<file path="config.mk">
export PLATFORM = sky130hd
export DESIGN_NAME = dual_phase_aligner
export DESIGN_NICKNAME = d
export VERILOG_FILES = /design/src/rtl/dpa_pkg.sv /design/src/rtl/dpa_cfg.sv /design/src/rtl/dpa_osr_decode.sv /design/src/rtl/dpa_sched.sv /design/src/rtl/dpa_chan.sv /design/src/rtl/dual_phase_aligner.sv
export SDC_FILE = /design/constraint.sdc
export NUM_CORES = 1
export LEC_CHECK = 0
export BUFFER_PORTS_ARGS = -buffer_cell sky130_fd_sc_hd__buf_2
export CAP_MARGIN = 10
export CORE_UTILIZATION = 30
export DETAILED_ROUTE_END_ITERATION = 10
export PLACE_DENSITY_LB_ADDON = 0.3
export RECOVER_POWER = 50
export SLEW_MARGIN = 20
export SYNTH_ARGS = -nofsm -noshare
export SYNTH_HDL_FRONTEND = slang
export SYNTH_SLANG_ARGS = --single-unit
</file>
<file path="constraint.sdc">
create_clock -name clk -period 4 [get_ports clk]
set_input_delay 0.4 -clock clk [delete_from_list [all_inputs] [get_ports clk]]
set_output_delay 0.4 -clock clk [all_outputs]
set_load 0.05 [all_outputs]
</file>
<file path="src/rtl/dpa_pkg.sv">
package dpa_pkg;

    localparam int DPA_DATA_W  = 16;
    localparam int DPA_SEL_W   = 2;
    localparam int DPA_LOG_MIN = 5;

    // Ratio select codes; OSR = 2**(DPA_LOG_MIN + code)
    typedef enum logic [DPA_SEL_W-1:0] {
        OSR_32  = 2'd0,
        OSR_64  = 2'd1,
        OSR_128 = 2'd2,
        OSR_256 = 2'd3
    } osr_code_e;

    // Counter width for the largest ratio
    function automatic int cnt_width(input int sel_w, input int log_min);
        return log_min + (1 << sel_w) - 1;
    endfunction

endpackage

</file>
<file path="src/rtl/dpa_cfg.sv">
// Holds the written settings and the active copy that the scheduler uses.
// The active copy is refreshed only on the reference boundary.
module dpa_cfg #(
    parameter int SEL_W   = 2,
    parameter int PHASE_W = 8
) (
    input  logic               clk,
    input  logic               rst_n,
    input  logic               wr_en,
    input  logic [SEL_W-1:0]   wr_sel,
    input  logic [PHASE_W-1:0] wr_phase,
    input  logic               load,
    output logic [SEL_W-1:0]   act_sel,
    output logic [PHASE_W-1:0] act_phase
);

    typedef struct packed {
        logic [SEL_W-1:0]   sel;
        logic [PHASE_W-1:0] phase;
        logic [SEL_W-1:0]   act_sel;
        logic [PHASE_W-1:0] act_phase;
    } cfg_st_t;

    localparam cfg_st_t RESET_ST = '{
        sel:       {SEL_W{1'b1}},
        phase:     '0,
        act_sel:   {SEL_W{1'b1}},
        act_phase: '0
    };

    cfg_st_t st_d, st_q;

    always_comb begin
        st_d = st_q;
        if (load) begin
            st_d.act_sel   = st_q.sel;
            st_d.act_phase = st_q.phase;
        end
        if (wr_en) begin
            st_d.sel   = wr_sel;
            st_d.phase = wr_phase;
        end
    end

    always_ff @(posedge clk) begin
        if (!rst_n) begin
            st_q <= RESET_ST;
        end else begin
            st_q <= st_d;
        end
    end

    assign act_sel   = st_q.act_sel;
    assign act_phase = st_q.act_phase;

    AST_ACT_ONLY_AT_BOUNDARY: assert property (@(posedge clk) disable iff (!rst_n)
        (!load && $past(rst_n)) |=> ($stable(act_sel) && $stable(act_phase)));

endmodule

</file>
<file path="src/rtl/dpa_osr_decode.sv">
// Turns the active ratio code and phase into the period's last count and the
// count on which Channel 0 strikes. One variant is built per ratio code.
module dpa_osr_decode #(
    parameter int SEL_W   = 2,
    parameter int LOG_MIN = 5,
    parameter int CNT_W   = 8,
    parameter int PHASE_W = 8
) (
    input  logic [SEL_W-1:0]   sel,
    input  logic [PHASE_W-1:0] phase,
    output logic [CNT_W-1:0]   last,
    output logic [CNT_W-1:0]   target
);

    localparam int NSEL = 1 << SEL_W;

    logic [CNT_W-1:0] last_v [NSEL];
    logic [CNT_W-1:0] tgt_v  [NSEL];

    for (genvar i = 0; i < NSEL; i++) begin : g_ratio
        localparam int LG = LOG_MIN + i;
        logic [LG-1:0] trunc_m1;
        // Low LG bits modulo 2**LG equal the signed value modulo OSR;
        // minus one aligns a zero phase onto the reference boundary.
        assign trunc_m1  = phase[LG-1:0] - LG'(1);
        assign tgt_v[i]  = CNT_W'(trunc_m1);
        assign last_v[i] = CNT_W'((1 << LG) - 1);
    end

    assign last   = last_v[sel];
    assign target = tgt_v[sel];

endmodule

</file>
<file path="src/rtl/dpa_sched.sv">
// Free-running modulo-OSR counter producing both channels' boundary hits.
module dpa_sched #(
    parameter int CNT_W = 8
) (
    input  logic             clk,
    input  logic             rst_n,
    input  logic             tick,
    input  logic [CNT_W-1:0] last,
    input  logic [CNT_W-1:0] target,
    output logic             hit0,
    output logic             hit1
);

    typedef struct packed {
        logic [CNT_W-1:0] cnt;
        logic             armed;
    } sched_st_t;

    sched_st_t st_d, st_q;

    always_comb begin
        st_d = st_q;
        hit1 = tick && (st_q.cnt == last);
        hit0 = tick && st_q.armed && (st_q.cnt == target);
        if (tick) begin
            st_d.cnt = hit1 ? '0 : st_q.cnt + CNT_W'(1);
        end
        if (hit1) begin
            st_d.armed = 1'b1;
        end
    end

    always_ff @(posedge clk) begin
        if (!rst_n) begin
            st_q <= '0;
        end else begin
            st_q <= st_d;
        end
    end

    AST_CNT_WITHIN_PERIOD: assert property (@(posedge clk) disable iff (!rst_n)
        st_q.cnt <= last);

    AST_CNT_FROZEN_NO_TICK: assert property (@(posedge clk) disable iff (!rst_n)
        (!tick && $past(rst_n)) |=> $stable(st_q.cnt));

endmodule

</file>
<file path="src/rtl/dpa_chan.sv">
// One channel's boundary strobe, result latch and data-ready pulse.
module dpa_chan #(
    parameter int DATA_W = 16
) (
    input  logic              clk,
    input  logic              rst_n,
    input  logic              hit,
    input  logic [DATA_W-1:0] res_in,
    output logic              bnd,
    output logic              drdy,
    output logic [DATA_W-1:0] data
);

    typedef struct packed {
        logic              bnd;
        logic              drdy;
        logic [DATA_W-1:0] data;
    } chan_st_t;

    chan_st_t st_d, st_q;

    always_comb begin
        st_d      = st_q;
        st_d.bnd  = hit;
        st_d.drdy = st_q.bnd;
        if (hit) begin
            st_d.data = res_in;
        end
    end

    always_ff @(posedge clk) begin
        if (!rst_n) begin
            st_q <= '0;
        end else begin
            st_q <= st_d;
        end
    end

    assign bnd  = st_q.bnd;
    assign drdy = st_q.drdy;
    assign data = st_q.data;

    AST_DRDY_AFTER_STROBE: assert property (@(posedge clk) disable iff (!rst_n)
        bnd |=> drdy);

    AST_DRDY_SINGLE_CLOCK: assert property (@(posedge clk) disable iff (!rst_n)
        drdy |=> !drdy);

    AST_DATA_HELD_OFF_STROBE: assert property (@(posedge clk) disable iff (!rst_n)
        !bnd |-> $stable(data));

endmodule

</file>
<file path="src/rtl/dual_phase_aligner.sv">
module dual_phase_aligner
    import dpa_pkg::*;
#(
    parameter int DATA_W  = DPA_DATA_W,
    parameter int SEL_W   = DPA_SEL_W,
    parameter int LOG_MIN = DPA_LOG_MIN,
    parameter int PHASE_W = cnt_width(DPA_SEL_W, DPA_LOG_MIN)
) (
    input  logic               clk,
    input  logic               rst_n,
    input  logic               tick,
    input  logic               cfg_we,
    input  logic [SEL_W-1:0]   osr_sel,
    input  logic [PHASE_W-1:0] phase_in,
    input  logic [DATA_W-1:0]  res0_in,
    input  logic [DATA_W-1:0]  res1_in,
    output logic               bnd0,
    output logic               bnd1,
    output logic               drdy0,
    output logic               drdy1,
    output logic [DATA_W-1:0]  data0,
    output logic [DATA_W-1:0]  data1
);

    localparam int CNT_W = cnt_width(SEL_W, LOG_MIN);
    localparam int NCH   = 2;

    logic [SEL_W-1:0]   act_sel;
    logic [PHASE_W-1:0] act_phase;
    logic [CNT_W-1:0]   last, target;
    logic [NCH-1:0]     hit, bnd_v, drdy_v;
    logic [DATA_W-1:0]  res_v  [NCH];
    logic [DATA_W-1:0]  data_v [NCH];

    dpa_cfg #(.SEL_W(SEL_W), .PHASE_W(PHASE_W)) i_cfg (
        .clk      (clk),
        .rst_n    (rst_n),
        .wr_en    (cfg_we),
        .wr_sel   (osr_sel),
        .wr_phase (phase_in),
        .load     (hit[1]),
        .act_sel  (act_sel),
        .act_phase(act_phase)
    );

    dpa_osr_decode #(.SEL_W(SEL_W), .LOG_MIN(LOG_MIN), .CNT_W(CNT_W), .PHASE_W(PHASE_W)) i_dec (
        .sel   (act_sel),
        .phase (act_phase),
        .last  (last),
        .target(target)
    );

    dpa_sched #(.CNT_W(CNT_W)) i_sched (
        .clk   (clk),
        .rst_n (rst_n),
        .tick  (tick),
        .last  (last),
        .target(target),
        .hit0  (hit[0]),
        .hit1  (hit[1])
    );

    assign res_v[0] = res0_in;
    assign res_v[1] = res1_in;

    for (genvar c = 0; c < NCH; c++) begin : g_chan
        dpa_chan #(.DATA_W(DATA_W)) i_chan (
            .clk   (clk),
            .rst_n (rst_n),
            .hit   (hit[c]),
            .res_in(res_v[c]),
            .bnd   (bnd_v[c]),
            .drdy  (drdy_v[c]),
            .data  (data_v[c])
        );
    end

    assign bnd0  = bnd_v[0];
    assign bnd1  = bnd_v[1];
    assign drdy0 = drdy_v[0];
    assign drdy1 = drdy_v[1];
    assign data0 = data_v[0];
    assign data1 = data_v[1];

    AST_RESET_QUIET: assert property (@(posedge clk)
        !rst_n |=> (data0 == '0 && data1 == '0 && !bnd0 && !bnd1 && !drdy0 && !drdy1));

endmodule

</file>
======== After elaboration in Yosys (flattened, before gate mapping) ========
Cells that the tools add are included.
cells by class
  $add $sub $neg .......................... 5
  order comparisons ....................... 1
  eq/ne operators ......................... 2
  multiplexer cells ....................... 7
  bitwise operators ....................... 1
  reduce and logical (&&, ||, !) cells .... 3
operator list
  operator                                                             number
  8-bit 2-to-1 mux                                                     5
  8-bit binary-select mux with 2-bit select                            2
  8-bit equality test                                                  2
  8-bit by 1-bit adder with 8-bit output (second input constant)       1
  8-bit by 1-bit subtractor with 8-bit output (second input constant)  1
  7-bit by 1-bit subtractor with 7-bit output (second input constant)  1
  6-bit by 1-bit subtractor with 6-bit output (second input constant)  1
  5-bit by 1-bit subtractor with 5-bit output (second input constant)  1
  3-bit greater-or-equal comparator (second input constant)            1
  1-bit logical AND                                                    3
  2-bit inverter with 3-bit output                                     1
word-level totals
  bits in registers ....................... 65
  input port bits ......................... 46
  word-level logic and storage cells ...... 31

======== Longest topological paths before layout ========
  depth after elaboration ................. 7
  depth in mapped cells ................... 10
  mapped depth without buffers ............ 8

======== Modules after synthesis ========
From an unflattened synthesis, not the netlist that was laid out.
unflattened totals
  cells, all modules ...................... 286
  area, all modules ....................... 3,052.9 um^2
by module, submodules not included
  module          instances  cells an instance  area each (um^2)
  dpa_chan        2          55                 669.4
  dpa_cfg         1          74                 820.8
  dpa_sched       1          68                 678.2
  dpa_osr_decode  1          34                 215.2

======== Least setup slack after synthesis ========
Ideal clock, no wire load.
  path type ............................... register -> register
  from .................................... register i_cfg.st_q, in the netlist i_cfg.act_phase[2]
  to ...................................... register g_chan[0].i_chan.st_q, in the netlist g_chan[0].i_chan.data[10]
  library setup time ...................... 0.119 ns
  arrival time ............................ 1.964 ns
  data required time ...................... 3.881 ns
  path slack .............................. 1.917 ns
  stages on the path, launching flop included .. 10
  buffers on the path ..................... 3
  period minus slack after synthesis ...... 2.083 ns
  cell sequence ........................... dfxtp_1 -> buf_6 -> or4_4 -> or4_1 -> nand2_1 -> xnor2_1 -> nand4_1 -> buf_6 -> buf_12 -> mux2i_1
on the way
  longest elaborated chain between the ends .. 6
RTL lines
  element                                                                    RTL line              RTL
  start, declared                                                            dpa_cfg.sv:31         cfg_st_t st_d, st_q;
  start signal, assigned                                                     dpa_cfg.sv:49         st_q <= st_d;
  8-bit by 1-bit subtractor with 8-bit output, or another cell as far along  dpa_osr_decode.sv:25  assign trunc_m1 = phase[LG-1:0] - LG'(1);
  8-bit binary-select mux with 2-bit select *                                dpa_osr_decode.sv:31  assign target = tgt_v[sel];
  8-bit 2-to-1 mux (implied by the code) * (2 in a row)                      dpa_osr_decode.sv:31
  8-bit equality test *                                                      dpa_sched.sv:24       hit0 = tick && st_q.armed && (st_q.cnt == target);
  1-bit logical AND *                                                        dpa_sched.sv:24
  end signal, assigned                                                       dpa_chan.sv:35        st_q <= st_d;
  end, declared                                                              dpa_chan.sv:20        chan_st_t st_d, st_q;
Every way passes the cells marked *; elsewhere a longest branch is shown, timed or not. The select of a mux whose other input is x is not followed.
A chain may end at the register's enable or synchronous reset.

======== Worst setup path in the final report ========
  from .................................... input port rst_n
  to ...................................... register g_chan[1].i_chan.st_q, in the netlist g_chan[1].i_chan.data[11]
RTL lines
  element               RTL line                  RTL
  start, declared       dual_phase_aligner.sv:10  input logic rst_n,
  end signal, assigned  dpa_chan.sv:35
  end, declared         dpa_chan.sv:20
No word-level cell between the ends.

==> out/results.tsv <==
metric	value	unit
syn_area	2730	µm²
routed-via-count	2112	
drt_iter0_markers	43	
dr.pass1.iters	4	
timing.reg2reg.worst_path_depth	6	
post_synth.cell_area_avg	9.41	µm²
post_synth_num_cell_types	35	
insertion_delay	0.35	ns
min_period	2.67	ns
cts_max_level	3	
final.period_utilization	0.666	
clk_pin_slew	0.07	ns
crit_start	rst_n	
global_route.usage.total	0.119	
grt_max_degree	42	
peakVddDrop	138	µV
syn_to_final_growth	22.8	%
clockBufferDepth	2	
top_level_ports	82	
diodes	0	
core_region_area	8760	µm²
fmax	375	MHz
timing.critical_path.required	4.28	ns
multiInputGateArea	1300	µm²
setup_viol	0	
hold_path_depth	3	
routed_wire_length_per_instance	11.1	µm
timing.critical_path.to_type	register	
clock_tree_from_tritoncts	done	
pre_cts_ws	1.60	ns
mostFrequentLayoutCell	dfxtp_1	
seq_area	1300	µm²
syn-instance-count	290	
cts-root-buf	clkbuf_8	
regToRegSetupSlack	1.59	ns
number_of_antenna_violations_at_the_first_check_in_global_routing	0	
io_buffer_count	81	
grt_pass1_vias	1957	
ys_warn_count	0	
fp.dieArea	9490	µm²
timing_worst_slew_pin_value	1.54	ns
leakage_power_summed_over_all_cells	1.42	nW
failed_checks	capacitance limit, slew limit	
detailedPlacementHpwl	3.71	mm
crit_type	primary input to register	
worstReg2RegStart	i_cfg.act_sel[0]	
remaining_drcs	0	
postSynthNetCount	338	
layout_setup_ws	1.33	ns
total_wire_length	5.30	mm
global_route.overflow_total	0	
ctsResizeCount	0	
die_width	97.4	µm
final.fill_count	927	
relSlewSlack	-0.0290	
final_worst_clock_skew	0.0106	ns
ant_nets	0	
die_y	97.4	µm
gp_congestion	0.761	
timing_max_transition_violations_final	42	
max_fo_critical_path	41	
synth-seq-cells	65	
hold_violations	0	
row_count	34	
cts_sinks	65	
power-per-cell-area	402	nW/µm²
cts_setup_buffers	0	
synth-seq-area-share	0.477	
final.setup.tns	0	ns
setup.worst_path.start_class	primary input	
cts.hold.buffers_added	0	
mostFrequentLayoutCells	65 x dfxtp_1, 54 x mux2i_1, 52 x nor2_1	
hp-class	primary input to register	
routed_via_density	4.42	
fin_nets	413	
cp_data_arrival_time	2.94	ns
outcome	complete, but fails checks	
cts_made_buffers	9	
final_layout_size_suffix_gt1_frac	0.176	
grt_first_pass_wirelength	9.03	mm
rsz_0062_raised_after_global_routing	false	
start_util	0.312	
min_from	osr_sel[1]	
number_of_max_cap_violations	1	
==> area by class of cell <==
cell class / instances / share of cell area
clock inverters: 6 / 0.0265
well taps: 108 / 0.0403
clock buffers: 10 / 0.0411
multi-input cells: 202 / 0.388
repair buffers: 84 / 0.113
flip-flops and latches: 65 / 0.388
inverters: 3 / 0.00336
==> registers in the layout, summed over array words and instances, names as in the netlist <==
signal	flops
g_chan.i_chan.drdy	2
g_chan.i_chan.bnd	2
i_cfg.st_q	10
g_chan.i_chan.data	32
i_sched.st_q	9
i_cfg.act_sel	2
i_cfg.act_phase	8
==> critical path, cell delays in order <==
cell      delay, ns
clkbuf_1       1.09
inv_1          0.63
clkbuf_1       0.57
nor2_1         0.22
==> cells by family (layout without fill, tap and decap cells) <==
family                   count (synthesis)  after routing  synth area share
flip-flops                              65             65             0.477
multiplexers                            54             54             0.198
buffers and inverters                   23            103            0.0518
XOR/XNOR                                14             14            0.0449
adder cells (fa/ha/maj)                  2              2           0.00916
AO/OA/AOI/OAI                           12             12            0.0335
AND/OR/NAND/NOR                        120            120             0.186
==> final timing paths <==
kind	endpoint
setup / recovery	g_chan[1].i_chan.data[11]
hold / removal	i_cfg.st_q[19]
setup reg to reg	g_chan[1].i_chan.data[13]
hold reg to reg	g_chan[0].i_chan.data[12]
==> through the flow <==
stage / cell area (µm²) / util / hold WS [ns] / cells / total power, mW
detailed placement: 3180 / 0.362 / 0.449 / 462 / 0.733
global placement: 3180 / 0.362 / 0.440 / 462 / 0.732
CTS: 3400 / 0.388 / 0.259 / 478 / 1.37
floorplan: 2730 / - / 0.432 / 290 / 0.706
global route: 3350 / 0.382 / 0.276 / 478 / 1.41
finish: 3350 / 0.382 / 0.267 / 478 / 1.35
==> layer usage <==
metal	track usage	up-vias	share of wire
met2	0.180	52	0.44
met5	0	-	0
met3	0.0367	9	0.054
met4	0.0713	0	0.024
li1	-	1107	-
met1	0.149	944	0.48
==> power by group <==
part | total (mW) | leakage (nW) | switching (mW) | internal, mW
Clock | 0.630 | 0.109 | 0.262 | 0.369
Sequential | 0.660 | 0.526 | 0.00582 | 0.655
Combinational | 0.0560 | 0.783 | 0.0283 | 0.0276
Total | 1.35 | 1.42 | 0.296 | 1.05
==> synthesized netlist by cell type (all sizes together) <==
library cell,n,area share
a21bo,1,0.0037
a211oi,2,0.0055
a21oi,4,0.0073
dfxtp,65,0.48
nor2,52,0.071
o211ai,1,0.0028
inv,3,0.0041
nor2b,2,0.0046
o221ai,1,0.0032
nand3,3,0.0055
xor2,8,0.026
a31oi,1,0.0023
clkbuf,8,0.011
dlygate4sd1,2,0.0064
mux2i,54,0.20
nor3b,1,0.0028
and2,3,0.0069
nor3,3,0.0055
a2111oi,1,0.0055
nand2b,2,0.0046
or4,2,0.0069
nand2,45,0.062
xnor2,6,0.019
and3,2,0.0046
nand4,4,0.0092
nor4,1,0.0023
ha,2,0.0092
o311ai,1,0.0032
buf,10,0.030
(Power assumes the default switching activity.)
